## config.mk

```make
export PLATFORM = sky130hd
export DESIGN_NAME = pkt_switch2x2
export DESIGN_NICKNAME = d
export VERILOG_FILES = /design/src/rtl/sw_pkg.sv /design/src/rtl/pkt_fifo.sv /design/src/rtl/rr_arbiter.sv /design/src/rtl/hit_counter.sv /design/src/rtl/pkt_switch2x2.sv
export SDC_FILE = /design/constraint.sdc
export NUM_CORES = 1
export LEC_CHECK = 0
export BUFFER_PORTS_ARGS = -buffer_cell sky130_fd_sc_hd__buf_4
export CAP_MARGIN = 25
export CORE_MARGIN = 8
export CORE_UTILIZATION = 59
export CTS_BUF_LIST = sky130_fd_sc_hd__clkbuf_8 sky130_fd_sc_hd__clkbuf_16
export DETAILED_ROUTE_END_ITERATION = 12
export HOLD_SLACK_MARGIN = 0.08
export PLACE_DENSITY = 0.79
export SYNTH_ARGS = -nofsm -noshare
export SYNTH_HDL_FRONTEND = slang
export SYNTH_SLANG_ARGS = --single-unit
```

## constraint.sdc

```tcl
create_clock -name clk -period 5.2 [get_ports clk]
set_input_delay 1.04 -clock clk [delete_from_list [all_inputs] [get_ports clk]]
set_output_delay 1.04 -clock clk [all_outputs]
set_load 0.01 [all_outputs]
```

## src/rtl/sw_pkg.sv

```systemverilog
package sw_pkg;
    localparam int TAG_W      = 4;
    localparam int PAY_W      = 8;
    localparam int PKT_W      = 1 + TAG_W + PAY_W;
    localparam int CNT_W      = 32;
    localparam int FIFO_DEPTH = 4;
    localparam int N_PORTS    = 2;

    typedef struct packed {
        logic             dst;
        logic [TAG_W-1:0] tag;
        logic [PAY_W-1:0] pay;
    } pkt_t;

    function automatic logic tag_hit(input pkt_t p, input logic [TAG_W-1:0] m);
        return p.tag == m;
    endfunction
endpackage

```

## src/rtl/pkt_fifo.sv

```systemverilog
module pkt_fifo #(
    parameter int W     = 13,
    parameter int DEPTH = 4
) (
    input  logic         clk,
    input  logic         rst,
    input  logic         wr_en,
    input  logic [W-1:0] wr_data,
    output logic         full,
    input  logic         rd_en,
    output logic [W-1:0] rd_data,
    output logic         empty
);
    localparam int AW = (DEPTH > 1) ? $clog2(DEPTH) : 1;
    localparam int CW = $clog2(DEPTH + 1);

    logic [W-1:0]  mem [DEPTH];
    logic [AW-1:0] wp_q, rp_q;
    logic [CW-1:0] cnt_q;

    function automatic logic [AW-1:0] bump(input logic [AW-1:0] p);
        return (p == AW'(DEPTH - 1)) ? '0 : p + AW'(1);
    endfunction

    always_ff @(posedge clk) begin
        if (wr_en) mem[wp_q] <= wr_data;
    end

    always_ff @(posedge clk) begin
        if (rst) begin
            wp_q  <= '0;
            rp_q  <= '0;
            cnt_q <= '0;
        end else begin
            if (wr_en) wp_q <= bump(wp_q);
            if (rd_en) rp_q <= bump(rp_q);
            case ({wr_en, rd_en})
                2'b10:   cnt_q <= cnt_q + CW'(1);
                2'b01:   cnt_q <= cnt_q - CW'(1);
                default: cnt_q <= cnt_q;
            endcase
        end
    end

    assign full    = (cnt_q == CW'(DEPTH));
    assign empty   = (cnt_q == '0);
    assign rd_data = mem[rp_q];

    AST_FIFO_NO_OVERFLOW:  assert property (@(posedge clk) disable iff (rst) wr_en |-> !full);
    AST_FIFO_NO_UNDERFLOW: assert property (@(posedge clk) disable iff (rst) rd_en |-> !empty);
endmodule

```

## src/rtl/rr_arbiter.sv

```systemverilog
module rr_arbiter #(
    parameter int N = 2
) (
    input  logic         clk,
    input  logic         rst,
    input  logic [N-1:0] req,
    input  logic         take,
    output logic [N-1:0] grant
);
    logic favour1_q;
    logic contest;

    assign contest = &req;

    always_comb begin
        if (!take)        grant = '0;
        else if (contest) grant = favour1_q ? N'(2) : N'(1);
        else              grant = req;
    end

    always_ff @(posedge clk) begin
        if (rst)                  favour1_q <= 1'b0;
        else if (contest && take) favour1_q <= ~favour1_q;
    end

    AST_ONE_GRANT:     assert property (@(posedge clk) disable iff (rst) $onehot0(grant));
    AST_GRANT_HAS_REQ: assert property (@(posedge clk) disable iff (rst) (grant & ~req) == '0);
    AST_RR_FLIP:       assert property (@(posedge clk) disable iff (rst)
                                        (contest && take) |=> (favour1_q != $past(favour1_q)));
endmodule

```

## src/rtl/hit_counter.sv

```systemverilog
module hit_counter #(
    parameter int W = 32,
    parameter int N = 2
) (
    input  logic         clk,
    input  logic         rst,
    input  logic [N-1:0] inc,
    output logic [W-1:0] count
);
    logic [W-1:0] cnt_q;
    logic [W-1:0] step;

    always_comb begin
        step = '0;
        for (int k = 0; k < N; k++) step = step + W'(inc[k]);
    end

    always_ff @(posedge clk) begin
        if (rst) cnt_q <= '0;
        else     cnt_q <= cnt_q + step;
    end

    assign count = cnt_q;

    AST_CNT_STEP: assert property (@(posedge clk) disable iff (rst)
                                   (cnt_q - $past(cnt_q)) <= W'(N));
endmodule

```

## src/rtl/pkt_switch2x2.sv

```systemverilog
module pkt_switch2x2
    import sw_pkg::*;
#(
    parameter int DEPTH = FIFO_DEPTH
) (
    input  logic             clk,
    input  logic             rst,
    input  logic             in0_valid,
    output logic             in0_ready,
    input  logic [PKT_W-1:0] in0_data,
    input  logic             in1_valid,
    output logic             in1_ready,
    input  logic [PKT_W-1:0] in1_data,
    output logic             out0_valid,
    input  logic             out0_ready,
    output logic [PKT_W-1:0] out0_data,
    output logic             out1_valid,
    input  logic             out1_ready,
    output logic [PKT_W-1:0] out1_data,
    input  logic [TAG_W-1:0] match_tag,
    output logic [CNT_W-1:0] count_value
);
    logic [N_PORTS-1:0] in_v, in_full, in_empty, out_full, out_empty, out_rd, out_rdy, fwd, hit_inc;
    logic [N_PORTS-1:0][N_PORTS-1:0] req, gnt;   // [output][input]
    pkt_t in_wdata  [N_PORTS];
    pkt_t in_head   [N_PORTS];
    pkt_t out_wdata [N_PORTS];
    pkt_t out_head  [N_PORTS];

    assign in_v        = {in1_valid, in0_valid};
    assign out_rdy     = {out1_ready, out0_ready};
    assign in_wdata[0] = pkt_t'(in0_data);
    assign in_wdata[1] = pkt_t'(in1_data);

    for (genvar i = 0; i < N_PORTS; i++) begin : g_in
        pkt_fifo #(.W(PKT_W), .DEPTH(DEPTH)) u_q (
            .clk    (clk),
            .rst    (rst),
            .wr_en  (in_v[i] & ~in_full[i]),
            .wr_data(in_wdata[i]),
            .full   (in_full[i]),
            .rd_en  (fwd[i]),
            .rd_data(in_head[i]),
            .empty  (in_empty[i])
        );
        assign fwd[i]     = gnt[0][i] | gnt[1][i];
        assign hit_inc[i] = fwd[i] & tag_hit(in_head[i], match_tag);
    end

    for (genvar o = 0; o < N_PORTS; o++) begin : g_out
        for (genvar i = 0; i < N_PORTS; i++) begin : g_req
            assign req[o][i] = !in_empty[i] && (in_head[i].dst == 1'(o));
        end

        rr_arbiter #(.N(N_PORTS)) u_arb (
            .clk  (clk),
            .rst  (rst),
            .req  (req[o]),
            .take (!out_full[o]),
            .grant(gnt[o])
        );

        assign out_wdata[o] = gnt[o][1] ? in_head[1] : in_head[0];
        assign out_rd[o]    = out_rdy[o] & ~out_empty[o];

        pkt_fifo #(.W(PKT_W), .DEPTH(DEPTH)) u_q (
            .clk    (clk),
            .rst    (rst),
            .wr_en  (|gnt[o]),
            .wr_data(out_wdata[o]),
            .full   (out_full[o]),
            .rd_en  (out_rd[o]),
            .rd_data(out_head[o]),
            .empty  (out_empty[o])
        );
    end

    hit_counter #(.W(CNT_W), .N(N_PORTS)) u_cnt (
        .clk  (clk),
        .rst  (rst),
        .inc  (hit_inc),
        .count(count_value)
    );

    assign in0_ready  = ~in_full[0];
    assign in1_ready  = ~in_full[1];
    assign out0_valid = ~out_empty[0];
    assign out1_valid = ~out_empty[1];
    assign out0_data  = out_head[0];
    assign out1_data  = out_head[1];

    AST_SPLIT_BOTH_MOVE: assert property (@(posedge clk) disable iff (rst)
        (req[0][0] && req[1][1] && !out_full[0] && !out_full[1]) |-> (fwd == 2'b11));
    AST_CROSS_BOTH_MOVE: assert property (@(posedge clk) disable iff (rst)
        (req[1][0] && req[0][1] && !out_full[0] && !out_full[1]) |-> (fwd == 2'b11));
endmodule

```

==> results of run 1 <==
[flip-flops by register name, indices dropped and copies added, names as in the netlist, named ones only]
signal                 count
g_in.u_q.rp_q              4
g_in.u_q.wp_q              4
g_in.u_q.cnt_q             6
g_in.u_q.mem             104
g_out.u_q.rp_q             4
g_out.u_q.cnt_q            6
u_cnt.count               32
g_out.u_q.mem            104
g_out.u_arb.favour1_q      2
g_out.u_q.wp_q             4
[worst register-to-register path, stage by stage (launching register included)]
cell and delay [ns]:
dfxtp_1 0.75, mux4_2 0.45, nand2b_1 0.17, o211ai_4 0.50, and2_1 0.29, nor2_1 0.08, ha_1 0.29, ha_1 0.17
inv_1 0.06, fa_1 0.38, nor2b_1 0.33, nand2_1 0.37, nor4_1 0.47, xnor2_1 0.18, nor2_1 0.05
[power by group through the flow]
| stage | combinational (mW) | sequential, mW | clock, mW |
|---|---|---|---|
| after floorplan | 1.53 | 3.14 | 0 |
| after global placement | 2.14 | 3.22 | 0 |
| after detailed placement | 2.25 | 3.26 | 0 |
| after CTS | 2.27 | 3.22 | 1.89 |
| after global routing | 2.43 | 3.26 | 1.96 |
| final | 2.24 | 3.21 | 1.86 |
[worst paths after layout]
kind | start | endpoint | slack [ns] | cells past startpoint
max | register | u_cnt.count[26] | 0.52 | 14
min reg2reg | g_out[0].u_q.rp_q[1] | register | 0.49 | 2
max reg2reg | register | u_cnt.count[26] | 0.52 | 14
min | g_out[0].u_q.rp_q[1] | register | 0.49 | 2
[cell families (layout without fill, tap and decap cells)]
kind of cell / Yosys count / count (layout) / synth area share (%)
DFF: 278 / 278 / 67.3
and+or+nand+nor: 174 / 174 / 8.05
adders and majority gates: 32 / 32 / 3.86
muxes: 82 / 82 / 13.3
AOI/OAI and AO/OA: 38 / 38 / 2.18
buffers and inverters: 56 / 183 / 2.07
xor gates and xnor gates: 42 / 42 / 3.24
[routing by layer]
| layer | wire length [um] | part of all wire [%] | vias up |
|---|---|---|---|
| met3 | 1460 | 6.4 | 49 |
| met4 | 692 | 3.0 | 0 |
| met1 | 9220 | 40 | 3175 |
| met5 | 0 | 0 | - |
| met2 | 11400 | 50 | 205 |
| li1 | - | - | 2866 |
[final cells by class]
type | count | area [um^2]
Clock buffer | 32 | 756
Clock inverter | 16 | 100
Fill cell | 1205 | 5640
Inverter | 34 | 128
Multi-Input combinational cell | 368 | 3480
Sequential cell | 278 | 7650
Tap cell | 260 | 325
Timing Repair Buffer | 101 | 758
[synth_stat cells, types with 6 or more instances]
library cell,number,area (um^2)
a21oi_1,19,95.1
and2_1,11,68.8
and3_1,9,56.3
clkbuf_1,14,52.6
dfxtp_1,70,1400
edfxtp_1,208,6250
ha_1,27,338
inv_1,34,128
mux2_2,26,293
mux4_2,51,1150
nand2_1,22,82.6
nand3_1,15,75.1
nand4_1,6,37.5
nor2_1,50,188
nor3_1,18,90.1
nor4_1,7,43.8
o21ai_0,11,55.1
or3_1,17,106
xnor2_1,26,228
xor2_1,16,140
[stage by stage]
step,instances,cell area (um^2),setup WS (ns)
2_1_floorplan,702,11400,1.46
6_report,1089,13200,0.517
3_3_place_gp,1041,12300,0.919
4_1_cts,1089,13200,0.549
3_5_place_dp,1041,12300,0.577
5_1_grt,1089,13200,0.247
==> reports/results.ini, run 1 <==
[final_layout]
area_growth_syn_to_layout_pct = 16.1
fin_nets = 878
drive_above_1_share_pct = 27.3
antenna_cells = 0
utilization_pct = 70.0
layout_commonest_cell = edfxtp_1
layout_common_cells = edfxtp_1 (208), buf_4 (101), dfxtp_1 (70)

[global_routing]
grt_pass1_wl_um = 35400
globalRouteOverflowTotal = 0
use_met3_pct = 3.43
antenna_found_initial = 0
grt_usage_pct = 18.9
grt_busiest_layer = met2
met2_usage_pct = 32.3
grt_use_met1_pct = 23.8
grt_max_degree = 67
grt_pass1_vias = 6656

[power]
ir_worst_vdd_uv = 345
power_frac_clock_pct = 25.4
switching_share_pct = 30.5
finalPower_mw = 7.31
p_seq_share_pct = 43.9
p_sw_mw = 2.23
leakage_nw = 4.62
power_density_mw_per_mm2 = 554
internal_power_mw = 5.08
combPwrFrac_pct = 30.7

[floorplanning]
die_x_um = 155
die_h_um = 155
dieArea_mm2 = 0.0239
ios = 98
start_util_pct = 60.3
core_area_mm2 = 0.0188
num_rows = 50

[route]
ant_nets = 0
routed_wl_um = 22800
post_drt_via_cell_ratio = 5.78
first_pass_iters = 5
drc = 0
detail_route.wl_per_cell_um = 20.9
via_count = 6295
drtIter0Drc = 432

[clocking]
ctsResizeCount = 0
cts_num_sinks = 278
cts_tree = yes
clock_latency_ns = 0.53
clk_path_buf_depth = 3
cts_root_buf = clkbuf_16
cts.clk_slew.worst_paths_ns = 0.06
cts_hold_buf = 0
cts_max_level = 1
cts_buffers = 27
post_cts_buffers = 0

[placement]
gp_congestion = 0.809
portBuffers = 97
dp_hpwl_um = 15700

[timing]
finClkSkew_ns = 0.0131
rsz0062_at_grt = no
hold_violations = 0
worst_slew_pin_slew_ns = 0.888
setup_viol = 0
period_minus_slack_ns = 4.68
setup_tns_ns = 0
hold_slack_ns = 0.493
slew_headroom_pct = 40.7
clock.fmax_mhz = 214
slew_violations = 0
fin_crit_sh_pct = 90.1

[setup_path]
critPathLaunchType = register
crit_arrival_ns = 5.07
crit_buf_inv = 1
timing.critical_path.required_ns = 5.59
cp-end-kind = register
cp_top_family = simple AND/OR/NAND/NOR gates
cp_max_fo = 16
path_class = register to register
critPathMaxStageDelay_ns = 0.75
cpMaxStageDelayCell = dfxtp_1
crit_chain = mux4_2, nand2b_1, o211ai_4, and2_1, nor2_1, ha_1, ha_1, inv_1, fa_1, nor2b_1, nand2_1, nor4_1, xnor2_1, nor2_1

[yosys]
async_flop_share_pct = 0
synth_seq_cells = 278
ys_types = 40
synth_edf_count = 208
syn_avg_cell_area_um2 = 16.2
syn_area_mm2 = 0.0114
synthesis.nets = 770
ys_warn_count = 0
yosysSeqAreaShare_pct = 67.3
synthCells = 702
ys.flop_type = edfxtp_1

[job]
cap_violations = 0

[status]
status = finished clean

[worst_hold_path]
hp-class = register to register

No activity file was read; power rests on OpenSTA's default activity.
==> run 2: changes to the inputs <==
--- a/config.mk
+++ b/config.mk
@@ -8,11 +8,11 @@
 export BUFFER_PORTS_ARGS = -buffer_cell sky130_fd_sc_hd__buf_4
 export CAP_MARGIN = 25
 export CORE_MARGIN = 8
-export CORE_UTILIZATION = 59
+export CORE_UTILIZATION = 60
 export CTS_BUF_LIST = sky130_fd_sc_hd__clkbuf_8 sky130_fd_sc_hd__clkbuf_16
 export DETAILED_ROUTE_END_ITERATION = 12
 export HOLD_SLACK_MARGIN = 0.08
-export PLACE_DENSITY = 0.79
+export PLACE_DENSITY = 0.8
 export SYNTH_ARGS = -nofsm -noshare
 export SYNTH_HDL_FRONTEND = slang
 export SYNTH_SLANG_ARGS = --single-unit
==> constraint.sdc (replaced) <==
create_clock -name clk -period 5.4 [get_ports clk]
set_input_delay 1.08 -clock clk [delete_from_list [all_inputs] [get_ports clk]]
set_output_delay 1.08 -clock clk [all_outputs]
set_load 0.01 [all_outputs]
==> reports/results.ini, run 2 (synthesized netlist as in run 1, its figures left out) <==
[status]
status = finished clean

[global_routing]
grt_max_degree = 67
grt_pass1_wl_um = 34900
grt_use_met1_pct = 22.8
grt_usage_pct = 18.7
met2_usage_pct = 33.1
grt_pass1_vias = 6586
grt_busiest_layer = met2
use_met3_pct = 3.67
antenna_found_initial = 0
globalRouteOverflowTotal = 0

[setup_path]
r2r_cells = 14
cp_max_fo = 16
regToRegSetupSlack_ns = 0.76
critPathLaunchType = register
path_class = register to register
crit_chain = mux4_2, nand2b_1, o211ai_4, and2_1, nor2_1, ha_1, ha_1, inv_1, fa_1, nor2b_1, nand2_1, nor4_1, xnor2_1, nor2_1
crit_arrival_ns = 5.03
critPathMaxStageDelay_ns = 0.72
timing.critical_path.required_ns = 5.79
timing.rr.end = u_cnt.count[26]
cpMaxStageDelayCell = dfxtp_1
cp-end-kind = register

[timing]
hold_slack_ns = 0.498
setup_viol = 0
period_minus_slack_ns = 4.64
fin_crit_sh_pct = 86.0
slew_violations = 0
clock.fmax_mhz = 215
rsz0062_at_grt = no
finClkSkew_ns = 0.0195
slew_headroom_pct = 40.9
worst_slew_pin_slew_ns = 0.885
hold_violations = 0
setup_tns_ns = 0

[route]
via_count = 6192
ant_nets = 0
detail_route.wl_per_cell_um = 21.1
drtIter0Drc = 330
first_pass_iters = 5
routed_wl_um = 22400
post_drt_via_cell_ratio = 5.83
drc = 0

[power]
power_density_mw_per_mm2 = 538
finalPower_mw = 7.09
ir_worst_vdd_uv = 336
leakage_nw = 4.61

[worst_hold_path]
hp-start = u_cnt.count[31]
worstHoldPathCells = 2
min_to = u_cnt.count[31]
hp-class = register to register

[final_layout]
layout_commonest_cell = edfxtp_1
antenna_cells = 0
area_growth_syn_to_layout_pct = 16.1
drive_above_1_share_pct = 27.3
layout_common_cells = edfxtp_1 (208), buf_4 (100), dfxtp_1 (70)
fin_nets = 877

[clocking]
cts_max_level = 1
cts.clk_slew.worst_paths_ns = 0.06
cts_root_buf = clkbuf_16
cts_num_sinks = 278
clk_path_buf_depth = 3
cts_tree = yes
cts_hold_buf = 0
post_cts_buffers = 0
ctsResizeCount = 0
cts_buffers = 27
clock_latency_ns = 0.52

[floorplanning]
num_rows = 50
start_util_pct = 60.9
dieArea_mm2 = 0.0236
die_h_um = 154
ios = 98
die_x_um = 154
core_area_mm2 = 0.0186

[placement]
dp_hpwl_um = 15700
portBuffers = 97
gp_congestion = 0.805

[job]
cap_violations = 0

run 2: cell types whose count changed in the layout (fill, tap and decap cells not counted), moves of 2 or more:
cell	before	now
clkinvlp_4	0	4
bufinv_16	1	3
clkbuf_8	4	2
clkinv_2	7	4
run 2: how the worst max path moves through the flow:
stage | start | cells after the start | endpoint | slack (ns)
floorplan | register | 15 | u_cnt.count[26] | 1.66
global placement | register | 14 | u_cnt.count[30] | 1.12
detailed placement | register | 14 | u_cnt.count[28] | 0.90
CTS | register | 14 | u_cnt.count[26] | 0.78
global route | register | 14 | u_cnt.count[26] | 0.56
finish | register | 14 | u_cnt.count[26] | 0.76
run 2: per-stage QoR:
stage	util (%)	cells	setup slack (ns)	area (um^2)
3_5_place_dp	65.9	1014	0.905	12300
4_1_cts	70.7	1063	0.779	13200
6_report	70.7	1063	0.758	13200
2_1_floorplan	-	702	1.66	11400
3_3_place_gp	65.9	1014	1.12	12300
5_1_grt	70.7	1063	0.555	13200
run 2: area by class of cell:
type                    instances  area, um^2
fillers                      1156        5460
clock buffers                  29         703
well taps                     234         293
clock inverters                20         188
inverters                      34         128
flip-flops and latches        278        7650
multi-input cells             368        3480
repair buffers                100         751
run 2: metal layers:
| layer | up-vias | wire (um) |
|---|---|---|
| li1 | 2865 | - |
| met1 | 3155 | 9180 |
| met2 | 138 | 11600 |
| met3 | 34 | 1050 |
| met4 | 0 | 536 |
| met5 | - | 0 |
run 2: where the power goes:
part | total (mW) | internal [mW] | switching (mW)
Clock | 1.85 | 1.08 | 0.768
Combinational | 2.16 | 0.973 | 1.18
Sequential | 3.09 | 2.88 | 0.203
Total | 7.09 | 4.94 | 2.15
run 2: worst max-delay path: cells and delay by family (launching register included):
| kind | cells | cell delay, ns |
|---|---|---|
| mux | 1 | 0.44 |
| simple gates | 7 | 1.77 |
| fa+ha+maj | 3 | 0.83 |
| buf+inv | 1 | 0.07 |
| flops | 1 | 0.72 |
| xor+xnor | 1 | 0.21 |
| compound gates | 1 | 0.48 |
==> run 3: changes to the inputs <==
--- a/config.mk
+++ b/config.mk
@@ -9,7 +9,7 @@
 export CAP_MARGIN = 25
 export CORE_MARGIN = 8
 export CORE_UTILIZATION = 60
-export CTS_BUF_LIST = sky130_fd_sc_hd__clkbuf_8 sky130_fd_sc_hd__clkbuf_16
+export CTS_BUF_LIST = sky130_fd_sc_hd__clkbuf_4 sky130_fd_sc_hd__clkbuf_8
 export DETAILED_ROUTE_END_ITERATION = 12
 export HOLD_SLACK_MARGIN = 0.08
 export PLACE_DENSITY = 0.8
==> reports/results.ini, run 3 (synthesized netlist as in run 1, its figures left out) <==
[worst_hold_path]
hp-class = register to register

[final_layout]
antenna_cells = 0
area_growth_syn_to_layout_pct = 16.0
seqCellArea_mm2 = 0.00765
fillCellCount = 1173
fin_nets = 893
layout_common_cells = edfxtp_1 (208), buf_4 (100), dfxtp_1 (70)
layout_commonest_cell = edfxtp_1
multi_input_area_mm2 = 0.00348
drive_above_1_share_pct = 30.3

[job]
cap_violations = 0

[floorplanning]
die_h_um = 154
die_x_um = 154
ios = 98
dieArea_mm2 = 0.0236
start_util_pct = 60.9
num_rows = 50
core_area_mm2 = 0.0186

[placement]
portBuffers = 97
gp_congestion = 0.805
dp_hpwl_um = 15700

[route]
drc = 0
first_pass_iters = 5
detail_route.wl_per_cell_um = 20.6
post_drt_via_cell_ratio = 5.74
via_count = 6274
routed_wl_um = 22500
ant_nets = 0
drtIter0Drc = 375

[setup_path]
cp_max_fo = 16
timing.critical_path.required_ns = 5.81
crit_arrival_ns = 4.94
path_class = register to register
cp-end-kind = register
critPathLaunchType = register

[global_routing]
antenna_found_initial = 0
grt_pass1_wl_um = 35300
grt_pass1_vias = 6740
grt_usage_pct = 19.1
globalRouteOverflowTotal = 0
grt_max_degree = 67

[power]
leakage_nw = 4.65
ir_worst_vdd_uv = 271
power_density_mw_per_mm2 = 532

[timing]
period_minus_slack_ns = 4.54
setup_viol = 0
setup_tns_ns = 0
slew_headroom_pct = 41.3
fin_crit_sh_pct = 84.0
clock.fmax_mhz = 220
worst_slew_pin_slew_ns = 0.879
hold_violations = 0
slew_violations = 0
rsz0062_at_grt = no
hold_slack_ns = 0.499
finClkSkew_ns = 0.0229

[clocking]
clock_latency_ns = 0.56
cts.clk_slew.worst_paths_ns = 0.07
cts_max_level = 2
cts_root_buf = clkbuf_8
cts_num_sinks = 278
cts_hold_buf = 0
post_cts_buffers = 0
cts_buffers = 43
clk_path_buf_depth = 3
cts_tree = yes
ctsResizeCount = 0

[status]
status = finished clean

## run 3: cell count changes in the layout (fill, tap and decap cells not counted)
cell / previous run / this run
clkbuf_8: 2 / 48
clkbuf_16: 27 / 0
clkbuf_4: 0 / 21
inv_1: 39 / 34
bufinv_16: 3 / 0
clkinvlp_4: 4 / 1
clkinv_1: 2 / 3
clkinv_2: 4 / 3
clkinvlp_2: 1 / 0
inv_4: 0 / 1
inv_6: 0 / 1
## run 3: worst max-delay path, cell delays in order, from the launching register on
cell	delay [ns]
dfxtp_1	0.71
mux4_2	0.43
nand2b_1	0.17
o211ai_4	0.49
and2_1	0.27
nor2_1	0.07
ha_1	0.27
ha_1	0.16
inv_1	0.06
fa_1	0.38
nor2b_1	0.35
nand2_1	0.36
nor4_1	0.42
xnor2_1	0.16
nor2_1	0.05
## run 3: cell type report
cell class | count | share of cell area [%]
Sequential cell | 278 | 58.0
Multi-Input combinational cell | 368 | 26.4
Clock buffer | 69 | 6.21
Timing Repair Buffer | 100 | 5.70
Tap cell | 234 | 2.22
Inverter | 34 | 0.968
Clock inverter | 10 | 0.494
## run 3: per-layer routing
layer  wire length [um]  global-route usage, %
met5                  0                      0
met4                584                   6.86
met3               1270                   5.16
met2              11400                   32.6
met1               9290                   23.0
## run 3: worst paths after layout
kind | from | to | slack, ns | cells after the start
worst min-delay path | u_cnt.count[31] | u_cnt.count[31] | 0.50 | 2
worst max-delay path | register | u_cnt.count[28] | 0.86 | 14
worst min register to register | u_cnt.count[31] | u_cnt.count[31] | 0.50 | 2
worst max register to register | register | u_cnt.count[28] | 0.86 | 14
## run 3: power by group
group,switching [mW],internal (mW)
Combinational,1.19,0.973
Clock,0.790,0.968
Sequential,0.203,2.88
## run 3: stage by stage
stage	instances	total power, mW	util, %	worst slack (ns)	cell area [um^2]
after floorplan	702	4.50	-	1.66	11400
after global placement	1014	5.16	65.9	1.12	12300
after detailed placement	1014	5.31	65.9	0.905	12300
after CTS	1093	7.07	70.7	0.866	13200
after global routing	1093	7.36	70.7	0.595	13200
final	1093	7.01	70.7	0.864	13200
